<file path="src/rtl/scl_pkg.sv">
package scl_pkg;
  localparam int SCL_W = 8;
  typedef logic [SCL_W-1:0] scale_t;
endpackage

</file>
<file path="src/rtl/scl_scale_reg.sv">
module scl_scale_reg #(
  parameter int W = scl_pkg::SCL_W
) (
  input  logic         clk,
  input  logic         rst_n,
  input  logic         wr_en,
  input  logic [W-1:0] wr_data,
  output logic [W-1:0] scale_q
);
  always_ff @(posedge clk or negedge rst_n) begin
    if (!rst_n)     scale_q <= '0;
    else if (wr_en) scale_q <= wr_data;
  end

  AST_WR_CAPTURE: assert property (@(posedge clk) disable iff (!rst_n)
    wr_en |=> scale_q == $past(wr_data));
endmodule

</file>
<file path="src/rtl/scl_down_counter.sv">
module scl_down_counter #(
  parameter int W = scl_pkg::SCL_W
) (
  input  logic         clk,
  input  logic         rst_n,
  input  logic         tick,
  input  logic         load,
  input  logic [W-1:0] load_val,
  input  logic [W-1:0] reload_val,
  output logic         term
);
  localparam logic [W-1:0] ONE = W'(1);
  logic [W-1:0] cnt;

  // cnt holds remaining ticks minus one; a scale of 0 wraps to all ones (full scale)
  always_ff @(posedge clk or negedge rst_n) begin
    if (!rst_n)          cnt <= '1;
    else if (load)       cnt <= load_val - ONE;
    else if (tick) begin
      if (cnt == '0)     cnt <= reload_val - ONE;
      else               cnt <= cnt - ONE;
    end
  end

  assign term = tick && !load && (cnt == '0);

  AST_CNT_LOAD: assert property (@(posedge clk) disable iff (!rst_n)
    load |=> cnt == W'($past(load_val) - ONE));
  AST_CNT_WRAP: assert property (@(posedge clk) disable iff (!rst_n)
    term |=> cnt == W'($past(reload_val) - ONE));
endmodule

</file>
<file path="src/rtl/scl_half_stage.sv">
module scl_half_stage (
  input  logic clk,
  input  logic rst_n,
  input  logic clr,
  input  logic step,
  output logic pulse_q
);
  logic half;

  always_ff @(posedge clk or negedge rst_n) begin
    if (!rst_n) begin
      half    <= 1'b0;
      pulse_q <= 1'b0;
    end else begin
      pulse_q <= step && half && !clr;
      if (clr)       half <= 1'b0;
      else if (step) half <= ~half;
    end
  end

  AST_HALF_CLEARED: assert property (@(posedge clk) disable iff (!rst_n)
    clr |=> !half);
  AST_PULSE_PHASE: assert property (@(posedge clk) disable iff (!rst_n)
    pulse_q |-> !half);
endmodule

</file>
<file path="src/rtl/scaled_tick_div.sv">
module scaled_tick_div #(
  parameter int SCALE_W = scl_pkg::SCL_W
) (
  input  logic               clk,
  input  logic               rst_n,
  input  logic               tick_in,
  input  logic               wr_en,
  input  logic [SCALE_W-1:0] wr_data,
  output logic [SCALE_W-1:0] rd_data,
  output logic               tick_out
);
  logic [SCALE_W-1:0] scale_q;
  logic               mid_pulse;

  scl_scale_reg #(.W(SCALE_W)) u_reg (
    .clk(clk), .rst_n(rst_n), .wr_en(wr_en), .wr_data(wr_data), .scale_q(scale_q)
  );

  scl_down_counter #(.W(SCALE_W)) u_cnt (
    .clk(clk), .rst_n(rst_n), .tick(tick_in), .load(wr_en),
    .load_val(wr_data), .reload_val(scale_q), .term(mid_pulse)
  );

  scl_half_stage u_half (
    .clk(clk), .rst_n(rst_n), .clr(wr_en), .step(mid_pulse), .pulse_q(tick_out)
  );

  assign rd_data = scale_q;

  AST_OUT_NEEDS_TICK: assert property (@(posedge clk) disable iff (!rst_n)
    tick_out |-> ($past(tick_in) && !$past(wr_en)));
  AST_OUT_SINGLE: assert property (@(posedge clk) disable iff (!rst_n)
    tick_out |=> !tick_out);
  AST_RESET_QUIET: assert property (@(posedge clk)
    !rst_n |-> !tick_out);
endmodule

</file>
<file path="config.mk">
export PLATFORM = sky130hd
export DESIGN_NAME = scaled_tick_div
export DESIGN_NICKNAME = d
export VERILOG_FILES = /design/src/rtl/scl_pkg.sv /design/src/rtl/scl_scale_reg.sv /design/src/rtl/scl_down_counter.sv /design/src/rtl/scl_half_stage.sv /design/src/rtl/scaled_tick_div.sv
export SDC_FILE = /design/constraint.sdc
export NUM_CORES = 1
export LEC_CHECK = 0
export ABC_CLOCK_PERIOD_IN_PS = 2900
export BUFFER_PORTS_ARGS = -buffer_cell sky130_fd_sc_hd__buf_2
export CAP_MARGIN = 20
export CORE_MARGIN = 2
export CORE_UTILIZATION = 40
export DETAILED_ROUTE_END_ITERATION = 10
export PLACE_DENSITY = 0.69
export SETUP_SLACK_MARGIN = 0.5
export SYNTH_ARGS = -nofsm -noshare
export SYNTH_HDL_FRONTEND = slang
export SYNTH_SLANG_ARGS = --single-unit
</file>
<file path="constraint.sdc">
create_clock -name clk -period 2.9 [get_ports clk]
set_clock_uncertainty 0.05 [all_clocks]
set_input_delay 0.58 -clock clk [delete_from_list [all_inputs] [get_ports clk]]
set_output_delay 0.58 -clock clk [all_outputs]
set_load 0.02 [all_outputs]
</file>
## Word-level counts from Yosys, hierarchy flattened

Index checks and enable logic that the tools add are counted.

| cells by class | value |
|---|---|
| add/subtract/negate cells | 3 |
| multiplexer cells | 5 |
| bitwise logic cells | 1 |
| reduce and logical (&&, ||, !) cells | 8 |

Operators with widths:

| cell | count |
|---|---|
| $mux 8 | 3 |
| $sub 8x1->8 const B | 3 |
| $logic_not 8->1 | 1 |
| $logic_and 1x1->1 | 4 |
| $reduce_bool 2->1 | 2 |
| $mux 1 | 2 |
| $logic_not 1->1 | 1 |
| $not 1->1 | 1 |

| word-level totals | value |
|---|---|
| register bits | 18 |
| input port bits | 12 |
| output and inout port bits | 9 |
| logic and storage cells | 21 |

## Longest topological paths before layout

Gate-level depths: netlist of the first run.

| logic depth | value |
|---|---|
| depth after elaboration | 5 |
| gate-level depth with buffers | 11 |
| mapped depth without buffers | 10 |

## Cells and area by module

Synthesis of the first run repeated with hierarchy kept, for this count alone.

| unflattened totals | value |
|---|---|
| cells, all modules | 102 |
| area total of the unflattened synthesis | 1131.1 um^2 |

Modules (own cells, without submodules):

| module | times used | cells each | area an instance (um^2) | seq. area each (um^2) |
|---|---|---|---|---|
| scl_down_counter | 1 | 79 | 729.4 | 210.2 |
| scl_scale_reg | 1 | 17 | 331.6 | 200.2 |
| scl_half_stage | 1 | 6 | 70.1 | 50.0 |

## Least setup slack after synthesis of the first run

OpenSTA, ideal clock, no wires.

| timing path | value |
|---|---|
| kind | in2reg |
| start point | input wr_en |
| end point | register u_cnt.cnt[6] |
| setup time | 86 ps |
| arrival | 2261 ps |
| data required time | 2764 ps |
| path slack | 504 ps |
| cell stages on the path | 10 |
| path buffers | 4 |
| cell sequence | buf_6 buf_6 buf_6 clkbuf_1 mux2i_1 ha_1 inv_1 a211oi_1 nand2b_1 nand3_1 |

| between the ends | value |
|---|---|
| cells in the longest elaborated chain, start to end | 1 |

RTL lines:

| what | RTL line | source |
|---|---|---|
| start: declaration | scaled_tick_div.sv:7 | `input logic wr_en,` |
| $mux 8 or $reduce_bool 2->1 (tied branches) | n/a |  |
| end signal: assignment | scl_down_counter.sv:18 | `else if (load) cnt <= load_val - ONE;` |
| end signal: assignment | scl_down_counter.sv:20 | `if (cnt == '0) cnt <= reload_val - ONE;` |
| end signal: assignment | scl_down_counter.sv:21 | `else cnt <= cnt - ONE;` |
| end: declaration | scl_down_counter.sv:13 | `logic [W-1:0] cnt;` |

Several ways; a longest one is shown, not always the timed one.
A chain may end at the register's enable or synchronous reset.

## Final worst setup path of the first run

| timing path | value |
|---|---|
| start point | register u_cnt.cnt[6] |
| end point | register u_cnt.cnt[6] |

| between the ends | value |
|---|---|
| cells in the longest elaborated chain, start to end | 4 |

RTL lines:

| what | RTL line | source |
|---|---|---|
| $sub 8x1->8 or $logic_not 8->1 (tied branches) | scl_down_counter.sv:21, scl_down_counter.sv:20 |  |
| $mux 8 * | scl_down_counter.sv:20 |  |
| $mux 8 * | scl_down_counter.sv:19 | `else if (tick) begin` |
| $mux 8 * | scl_down_counter.sv:18 |  |

Mark *: on every way between the ends. The rest lies on a longest branch, timed or not. The select of a mux whose other input is x is not followed.

==> results of run 1 <==
## registers in the layout (all words and copies together) (netlist names)
name / count
u_cnt.cnt: 8
u_half.half: 1
u_half.pulse_q: 1
u_reg.scale_q: 8
## worst min path at each step
| stage | cells after the start | end | from | slack [ns] |
|---|---|---|---|---|
| final | 1 | u_reg.scale_q[2]$_DFFE_PN0P_ | rst_n | 0.14 |
| after CTS | 1 | u_reg.scale_q[2]$_DFFE_PN0P_ | rst_n | 0.16 |
| after detailed placement | 2 | u_cnt.cnt[3]$_DFFE_PN1P_ | u_cnt.cnt[3]$_DFFE_PN1P_ | 0.46 |
| after floorplan | 0 | u_half.half$_DFFE_PN0P_ | rst_n | 0.23 |
| after global routing | 1 | u_reg.scale_q[2]$_DFFE_PN0P_ | rst_n | 0.16 |
| after global placement | 2 | u_cnt.cnt[3]$_DFFE_PN1P_ | u_cnt.cnt[3]$_DFFE_PN1P_ | 0.45 |
## cell type report
cell class | instances | area [um^2]
Clock buffer | 4 | 36.28
Multi-Input combinational cell | 96 | 675.6
Tap cell | 31 | 38.79
Sequential cell | 18 | 460.4
Fill cell | 267 | 1449
Inverter | 6 | 22.52
Timing Repair Buffer | 23 | 122.6
## logic make-up after synthesis
group	after synthesis	synth area share (%)
and+or+nand+nor	54	26.51
xor gates and xnor gates	6	4.385
muxes	6	5.532
DFF	18	38.41
buffers and inverters	12	6.263
adders and majority gates	1	1.044
AOI/OAI and AO/OA	29	17.85
## placed cells by master, fill, tap and decap left out, drive strengths merged, types with 2 or more instances in the layout
cell type and count:
o21ai 5, xor2 3, dfstp 8, nor2 10, a21o 2, xnor2 3
and2 2, or4 2, dfrtp 10, a21oi 8, nor3b 2, inv 6
a221oi 3, o221ai 2, nor3 10, clkbuf 4, nand2 10, nor4 7
mux2 5, nand2b 4, and2b 2, buf 23
## layer usage
layer	share of wire, %	vias to the layer above	routed length (um)	GRT usage, %
met5	0	-	0	0
met4	1.4	0	37	6.818
met3	5.3	5	144	2.857
met2	47	35	1272	27.46
met1	47	500	1268	21.87
li1	-	504	-	-
## power by group
part	switching (mW)	internal, mW	total, mW
logic	0.0977	0.0720	0.170
clock network	0.0793	0.0766	0.156
registers	0.0450	0.296	0.341
## per-stage QoR
step                      utilization [%]  area (um^2)  total power, mW  setup WS (ns)
final                               48.35         1356           0.6668         0.6314
after floorplan                         -         1199           0.4586         0.5036
after global routing                48.35         1356           0.7060         0.4992
after detailed placement            46.07         1292           0.5077         0.5189
after global placement              46.07         1292           0.5031         0.5410
after CTS                           47.55         1334           0.6683         0.5289
## repair_timing
| action | 4_1_cts | 5_1_grt |
|---|---|---|
| resized for setup | 1 | 2 |
| hold buffers | 0 | 0 |
| setup endpoints to repair | 1 | 2 |
| setup buffers | 0 | 2 |
| pin swaps | 0 | 1 |
==> impl.org, run 1 <==
** Setup path
- Critical path endpoint category :: flip-flop
- Reg-to-reg setup timing slack :: ~0.63 ns
- Category of the worst setup path launch point :: flip-flop
- The largest single stage delay on the critical path is ~0.59 ns.
- Along the worst path, the maximum fanout reaches 5.
- The worst setup path is of the reg2reg kind.
- End of the worst register-to-register path :: u_cnt.cnt[6]$_DFFE_PN1P_
- The cell that appears most often on the critical path is a21oi_1.
- Among cell families on the critical path, the largest total delay comes from simple AND/OR/NAND/NOR gates.
- Counting both buffers and inverters, the worst setup path holds a total of 1.
- Traced cell by cell, the critical path runs through or4_4 -> nor2_4 -> a21oi_1 -> nor2_1 -> a21oi_1 -> ha_2 -> inv_1 -> a211oi_2 -> a221oi_2 -> nand3_1.
- Worst endpoint data arrival time :: 2.45 ns
- Worst r2r src :: u_cnt.cnt[6]$_DFFE_PN1P_
- The critical path starts at u_cnt.cnt[6]$_DFFE_PN1P_.
- STA puts the critical path data required time at 3.08 ns.
- The critical path crosses 10 cells after its start point.
- The most critical setup path has its endpoint at u_cnt.cnt[6]$_DFFE_PN1P_.
- Among all stages on the critical path, the largest delay is contributed by or4_4.
- The worst register-to-register path has a depth of 10.

** STA
- Setup Viol. Count Final :: 0
- Tightest slew margin relative to the limit :: 68.13%
- Setup repair after global routing left no endpoint under its margin.
- Number of hold-slack violations in the final timing report :: 0
- For the final routed database, the setup TNS stands at 0 ns.
- Minimum clock period after layout :: 2.269 ns
- Final critical-path share of the clock period :: approximately 80%
- Final hold analysis gives a worst-case slack of 0.1390 ns.
- F_max :: between 400 and 500 MHz
- At the pin with the least slew margin, the transition time is 0.4737 ns.
- Count of pins over their slew limit :: 0

** CTS
- After clock tree synthesis, the clock-pin slew on the worst setup and hold paths is 0.10 ns.
- Clock buffers created by TritonCTS :: 3
- The tree is rooted in a clkbuf_4.
- H-tree depth :: 1
- In this run the deepest clock path goes through 2 buffers.
- The later pin in the worst-skew pair is clocked with a latency of roughly 0.3 ns.
- Clk sinks :: 18
- TritonCTS clock tree :: built

** Detailed routing
- Routed Antenna Nets :: 0
- Number of detailed-routing iterations run before antenna repair :: 7
- After detailed routing, the number of vias per cell comes to 5.865.
- Overall routed net length :: 2723 um
- Avg WL per Cell :: approximately 15 um
- The detailed router finished its first iteration with 25 violations.
- Overall via count from detail_route :: 1044
- Total DRC errors in the routed layout :: 2

** Synthesis
- The synthesized design contains 0 enable-type register cells.
- Ranked by instance count, the synthesized netlist is headed by 10 x dfrtp_1, 10 x nand2_1, 10 x nor3_1.
- In this run the cell area of the synthesized design comes to between 1000 and 1500 um^2.
- Of the synthesized area, sequential elements account for 38.41%.
- The cell count after synthesis came out at between 100 and 150.
- For this run, the leading register cell type out of synthesis is dfrtp_1.
- Summed over all instances, the cell type with the most area after synthesis is dfrtp_1.
- Seq cells post-synth :: 18
- Yosys printed 0 warnings.
- Counting distinct cell types in the post-synthesis netlist gives 44.
- Share of the synthesized area in the top cell type :: a little over a fifth
- Synthesized Nets :: 139
- Mean instance size in the synthesized netlist :: 9.513 um^2
- Cells taking the most area after synthesis :: dfrtp_1 21%, dfstp_2 18%, nor3_1 4.2%
- After synthesis, the share of flip-flops with an asynchronous set or reset is 100.0%.

** Outcome
- The checks that failed: DRC.
- The run finished, with violations left.

** Floorplanning
- Die footprint :: 3450 um^2
- Std-Cell Core Area :: approximately 2800 um^2
- The die is 58.74 um tall.
- For this configuration, the core starts out at a cell density of between 40% and 50%.
- After floorplanning, the core was divided into 19 placement rows.
- Total I/O pin count :: 21
- From left edge to right edge, the die measures a little under 60 um.

** GRT
- The number of global-route vias before repair is 1017.
- Total routing resource utilization after global routing :: 16.77%
- First-pass GRT wire length :: between 4000 and 5000 um
- Grt total ovfl :: 0
- Entering global routing, the biggest net connects 27 pins.
- The initial antenna violation count was 0.

** Pwr
- In this run the static leakage power is approximately 0.56 nW.
- In this run the power density over the cells is 491.6 nW/um^2.
- The worst-case IR drop observed on VDD is 0.2418 mV.

** Final layout
- From synthesis to final layout, the design area changed by 13.15%.
- Ratio of cells with drive above 1 in the final layout :: between 30% and 40%
- The repair_antennas step left the layout with diodes totalling 0.
- At the end of the flow, the number of nets in the layout was 161.
- The count of cells in the finished layout, fillers not included, comes to 178.

** Place
- # port buffers :: 20
- Inst Count DP :: ~170
- HPWL after detailed placement :: 1980 um
- Final weighted congestion in routability-driven placement :: 0.9286

** Flow run
- Number of max-cap violations :: 0

** Min path
- The tightest min-delay check is of the in2async type.
Note: power is estimated with default switching activity, not from simulation.
==> run 2: changes to the inputs <==
- ABC_AREA: default -> 1
- ABC_CLOCK_PERIOD_IN_PS: 2900 -> 2300
- PLACE_DENSITY: 0.69 -> 0.7
- clock period: 2.9 -> 2.3 ns (I/O delays scaled with it)
==> impl.org, run 2 <==
** CTS
- The number of buffers on the longest clock path is 2 (unchanged).
- H-tree depth :: 1 (unchanged)
- The clock latency of the later-clocked register in the worst-skew pair is 0.30 ns (about the same).
- Clock buffers created by TritonCTS :: 3 (unchanged)
- Clk pin slew, worst setup/hold paths :: 0.10 ns (about the same)
- The tree is rooted in a clkbuf_4.
- The total number of clock tree sinks is 18 (unchanged).
- TritonCTS clock tree :: built

** Setup path
- STA classifies the critical path startpoint as a flip-flop.
- Type of the worst setup path :: reg2reg
- STA classifies the critical path endpoint as a flip-flop.
- The signal on the critical path passes through nor2_2 -> nand2_2 -> nor2_8 -> buf_6 -> a21oi_4 -> nand2_2 -> nor2_4 -> xor2_1 -> nand2_1 -> o21ai_2.
- Worst endpoint data arrival time :: 1.96 ns (-0.49 ns)
- Cell with the most instances on the worst path :: nand2_2
- The number of cells on the worst reg-to-reg path came to 10 (unchanged).
- The slowest stage of the critical path belongs to the cell dfstp_2.
- The maximum cell stage delay along the critical path is 0.57 ns (-0.02 ns).
- Data required time of the critical path :: 2.49 ns (-0.59 ns)
- The maximum net fanout on the critical path is 5 (unchanged).

** Synthesis
- Synthesized Nets :: 155 (+12%)
- Most frequent cell after synthesis :: nand2_1
- Seq cells post-synth :: 18 (unchanged)
- The post-synthesis instance area came to 1106 um^2 (-7.7%).
- Async set or reset register ratio after synthesis :: 100.0% (unchanged)
- The count of synthesis-stage warnings from yosys was 0 (unchanged).
- The largest total area in the synthesized netlist belongs to dfrtp_1.
- Number of standard cells after synthesis :: 142 (+13%)
- Share of the synthesized area in the top cell type :: 22.62% (+1.7 points)
- Most used flip-flop cell after synthesis :: dfrtp_1
- Fraction of the yosys area taken by sequential cells :: 41.63% (+3.2 points)
- Yosys attributes the largest share of cell area to dfrtp_1 23%, dfstp_2 19%, nand2_1 15%.
- The number of enable-type register cells in the synthesized netlist was 0 (unchanged).
- Most frequent cells after synthesis :: 45 x nand2_1, 15 x inv_1, 13 x nor2_1
- Mean instance size in the synthesized netlist :: 7.789 um^2 (-18%)
- Unique cell type count in the Yosys netlist :: 27 (-39%)

** Final layout
- Non-Filler Instances :: 206 (+16%)
- Signed area change from the synthesized netlist to the final layout :: 26.81%
- Commonest non-fill, non-tap cells in the layout :: 44 x nand2_1, 20 x buf_2, 15 x inv_1
- Ratio of cells with drive above 1 in the final layout :: 40.57% (+5.2 points)
- The number of filler instances in the final layout came to 279 (+4.5%).
- The net total in the final layout came to 189 (+17%).
- Most common cell after layout, fill and taps aside :: nand2_1
- In the final layout, the registers with the most flip-flops are u_cnt.cnt x8, u_reg.scale_q x8.
- The antenna diode count was 0 (unchanged).

** Detailed routing
- The detailed-route DRC error count came to 0 (-2).
- The post-detailed-route count of antenna-violating nets came to 0 (unchanged).
- Initial detailed-routing violation count :: 20 (-20%)
- Number of detailed-routing iterations run before antenna repair :: 5 (-2)
- The detail-routed via count per cell is 4.728 (-19%).
- Overall routed net length :: 2447 um (-10%)
- The per-cell routed wire length is 11.88 um (-22%).
- Overall via count from detail_route :: 974 (-6.7%)

** Floorplanning
- The horizontal extent of the die came to 56.59 um (-3.7%).
- The height of the die is 56.59 um (-3.7%).
- The number of standard-cell rows in the floorplan came to 19 (unchanged).
- The placeable core region was 2686 um^2 (-4.2%).
- Die footprint :: 3202 um^2 (-7.2%)
- The initial standard-cell utilization of the core is 41.17% (-1.6 points).
- The number of top-level design ports came to 21 (unchanged).

** STA
- The number of hold-slack violations in the final timing report is 0 (unchanged).
- Tightest slew margin relative to the limit :: 72.91% (+4.8 points)
- The post-layout worst setup margin is 0.5322 ns (-0.09915 ns).
- The total setup violations reported at the end of the flow came to 0 (unchanged).
- Setup repair after global routing missed its margin :: true
- Final critical-path share of the clock period :: 76.86% (-1.4 points)
- The maximum clock frequency came to 565.7 MHz (+28%).
- Minimum clock period after layout :: 1.768 ns (-0.5009 ns)
- Count of pins over their slew limit :: 0 (unchanged)
- The summed negative setup slack over all endpoints is 0 ns (unchanged).
- The actual slew at the worst max-slew pin came to 0.4064 ns (-0.06730 ns).

** GRT
- The pin count of the biggest net entering global routing was 19 (-30%).
- Antenna violations before repair :: 0 (unchanged)
- The global-route wire length before repair came to 3953 um (-13%).
- Grt total ovfl :: 0 (unchanged)
- The total track usage was 15.60% (-1.2 points).
- Vias in the first global route :: 912 (-10%)

** Place
- The final weighted congestion of routability-driven global placement was 0.8499 (-8.5%).
- The instance count after placement with tap cells included was 192 (+12%).
- HPWL after detailed placement :: 1677 um (-15%)
- The count of buffers from port buffering was 20 (unchanged).
- The worst slack at placement was 0.4006 ns (-0.1183 ns).

** Pwr
- Leakage Power :: 0.7291 nW (+30%)
- The largest voltage drop on the vdd net was 0.4490 mV (+86%).
- The power density over the cells came to 691.5 nW/um^2 (+41%).

** Flow run
- The max-cap violation count was 0 (unchanged).

** Min path
- The worst hold path belongs to the class in2async.

** Outcome
- The run finished with clean final reports.
## run 2: cell types whose count changed in the layout (fill, tap and decap cells not counted), moves of 6 or more
| cell | previous run | this run |
|---|---|---|
| nand2_1 | 10 | 44 |
| o21ai_0 | 4 | 10 |
| a21oi_1 | 8 | 0 |
| buf_4 | 3 | 9 |
| nor3_1 | 10 | 0 |
| inv_1 | 6 | 15 |
## run 2: power by group
part           switching (mW)  leakage (nW)  total (mW)  internal [mW]
clock                   0.101        0.0210       0.197         0.0967
combinational           0.208         0.499       0.347          0.140
sequential             0.0396         0.209       0.425          0.386
## run 2: kinds of logic (layout without fill, tap and decap cells)
logic type               count (synthesis)  in the layout  synth area share [%]
buffers and inverters                   20             52                 7.578
AND/OR/NAND/NOR                         77             78                 32.35
flip-flops                              18             18                 41.63
adder cells (fa/ha/maj)                  1              1                 1.131
AO/OA/AOI/OAI                           23             23                 14.93
XOR/XNOR                                 3              3                 2.376
## run 2: final cells by class
class / instances / area, um^2 / share of cell area [%]
tap: 31 / 38.79 / 2.765
sequential: 18 / 460.4 / 32.83
multi-input combinational: 105 / 620.6 / 44.25
clock buffer: 4 / 36.28 / 2.587
inverter: 18 / 67.56 / 4.817
timing repair buffer: 30 / 178.9 / 12.76
## run 2: worst paths after layout
path | to | slack [ns] | from
worst max-delay path | u_cnt.cnt[3]$_DFFE_PN1P_ | 0.53 | u_cnt.cnt[1]$_DFFE_PN1P_
worst max register to register | u_cnt.cnt[3]$_DFFE_PN1P_ | 0.53 | u_cnt.cnt[1]$_DFFE_PN1P_
worst min-delay path | u_half.half$_DFFE_PN0P_ | 0.02 | rst_n
worst min register to register | u_cnt.cnt[2]$_DFFE_PN1P_ | 0.44 | u_cnt.cnt[2]$_DFFE_PN1P_
min in group clk | u_reg.scale_q[3]$_DFFE_PN0P_ | 0.33 | wr_data[3]
max in group asynchronous | u_cnt.cnt[6]$_DFFE_PN1P_ | 1.85 | rst_n
## run 2: metrics by stage
step | power [mW] | hold slack, ns | util, % | area (um^2)
3_5_place_dp | 0.7032 | 0.3706 | 46.02 | 1236
6_report | 0.9699 | 0.01882 | 52.21 | 1403
3_3_place_gp | 0.6980 | 0.3598 | 46.02 | 1236
5_1_grt | 1.038 | 0.03271 | 52.21 | 1403
4_1_cts | 0.9246 | 0.03917 | 48.72 | 1309
2_1_floorplan | 0.6323 | 0.1144 | - | 1106
## run 2: worst max-delay path, delay by kind of cell (launching register included)
family	cells	cell delay [ns]
xor gates and xnor gates	1	0.17
and+or+nand+nor	6	0.56
AOI/OAI and AO/OA	2	0.23
DFF	1	0.57
buffers and inverters	1	0.11
## run 2: routing by layer
metal	wire length, um	GRT usage, %	vias up
met5	0	0	-
met4	26	3.401	0
met3	117	5.760	4
met2	1109	23.59	23
met1	1194	21.31	432
li1	-	-	515
## run 2: what timing repair did
item | in CTS | in global routing
cloned | 1 | 0
gates resized for setup | 1 | 12
hold buffers | 0 | 0
pin swaps | 3 | 6
buffers inserted | 3 | 6
endpoints found under the setup margin | 3 | 5
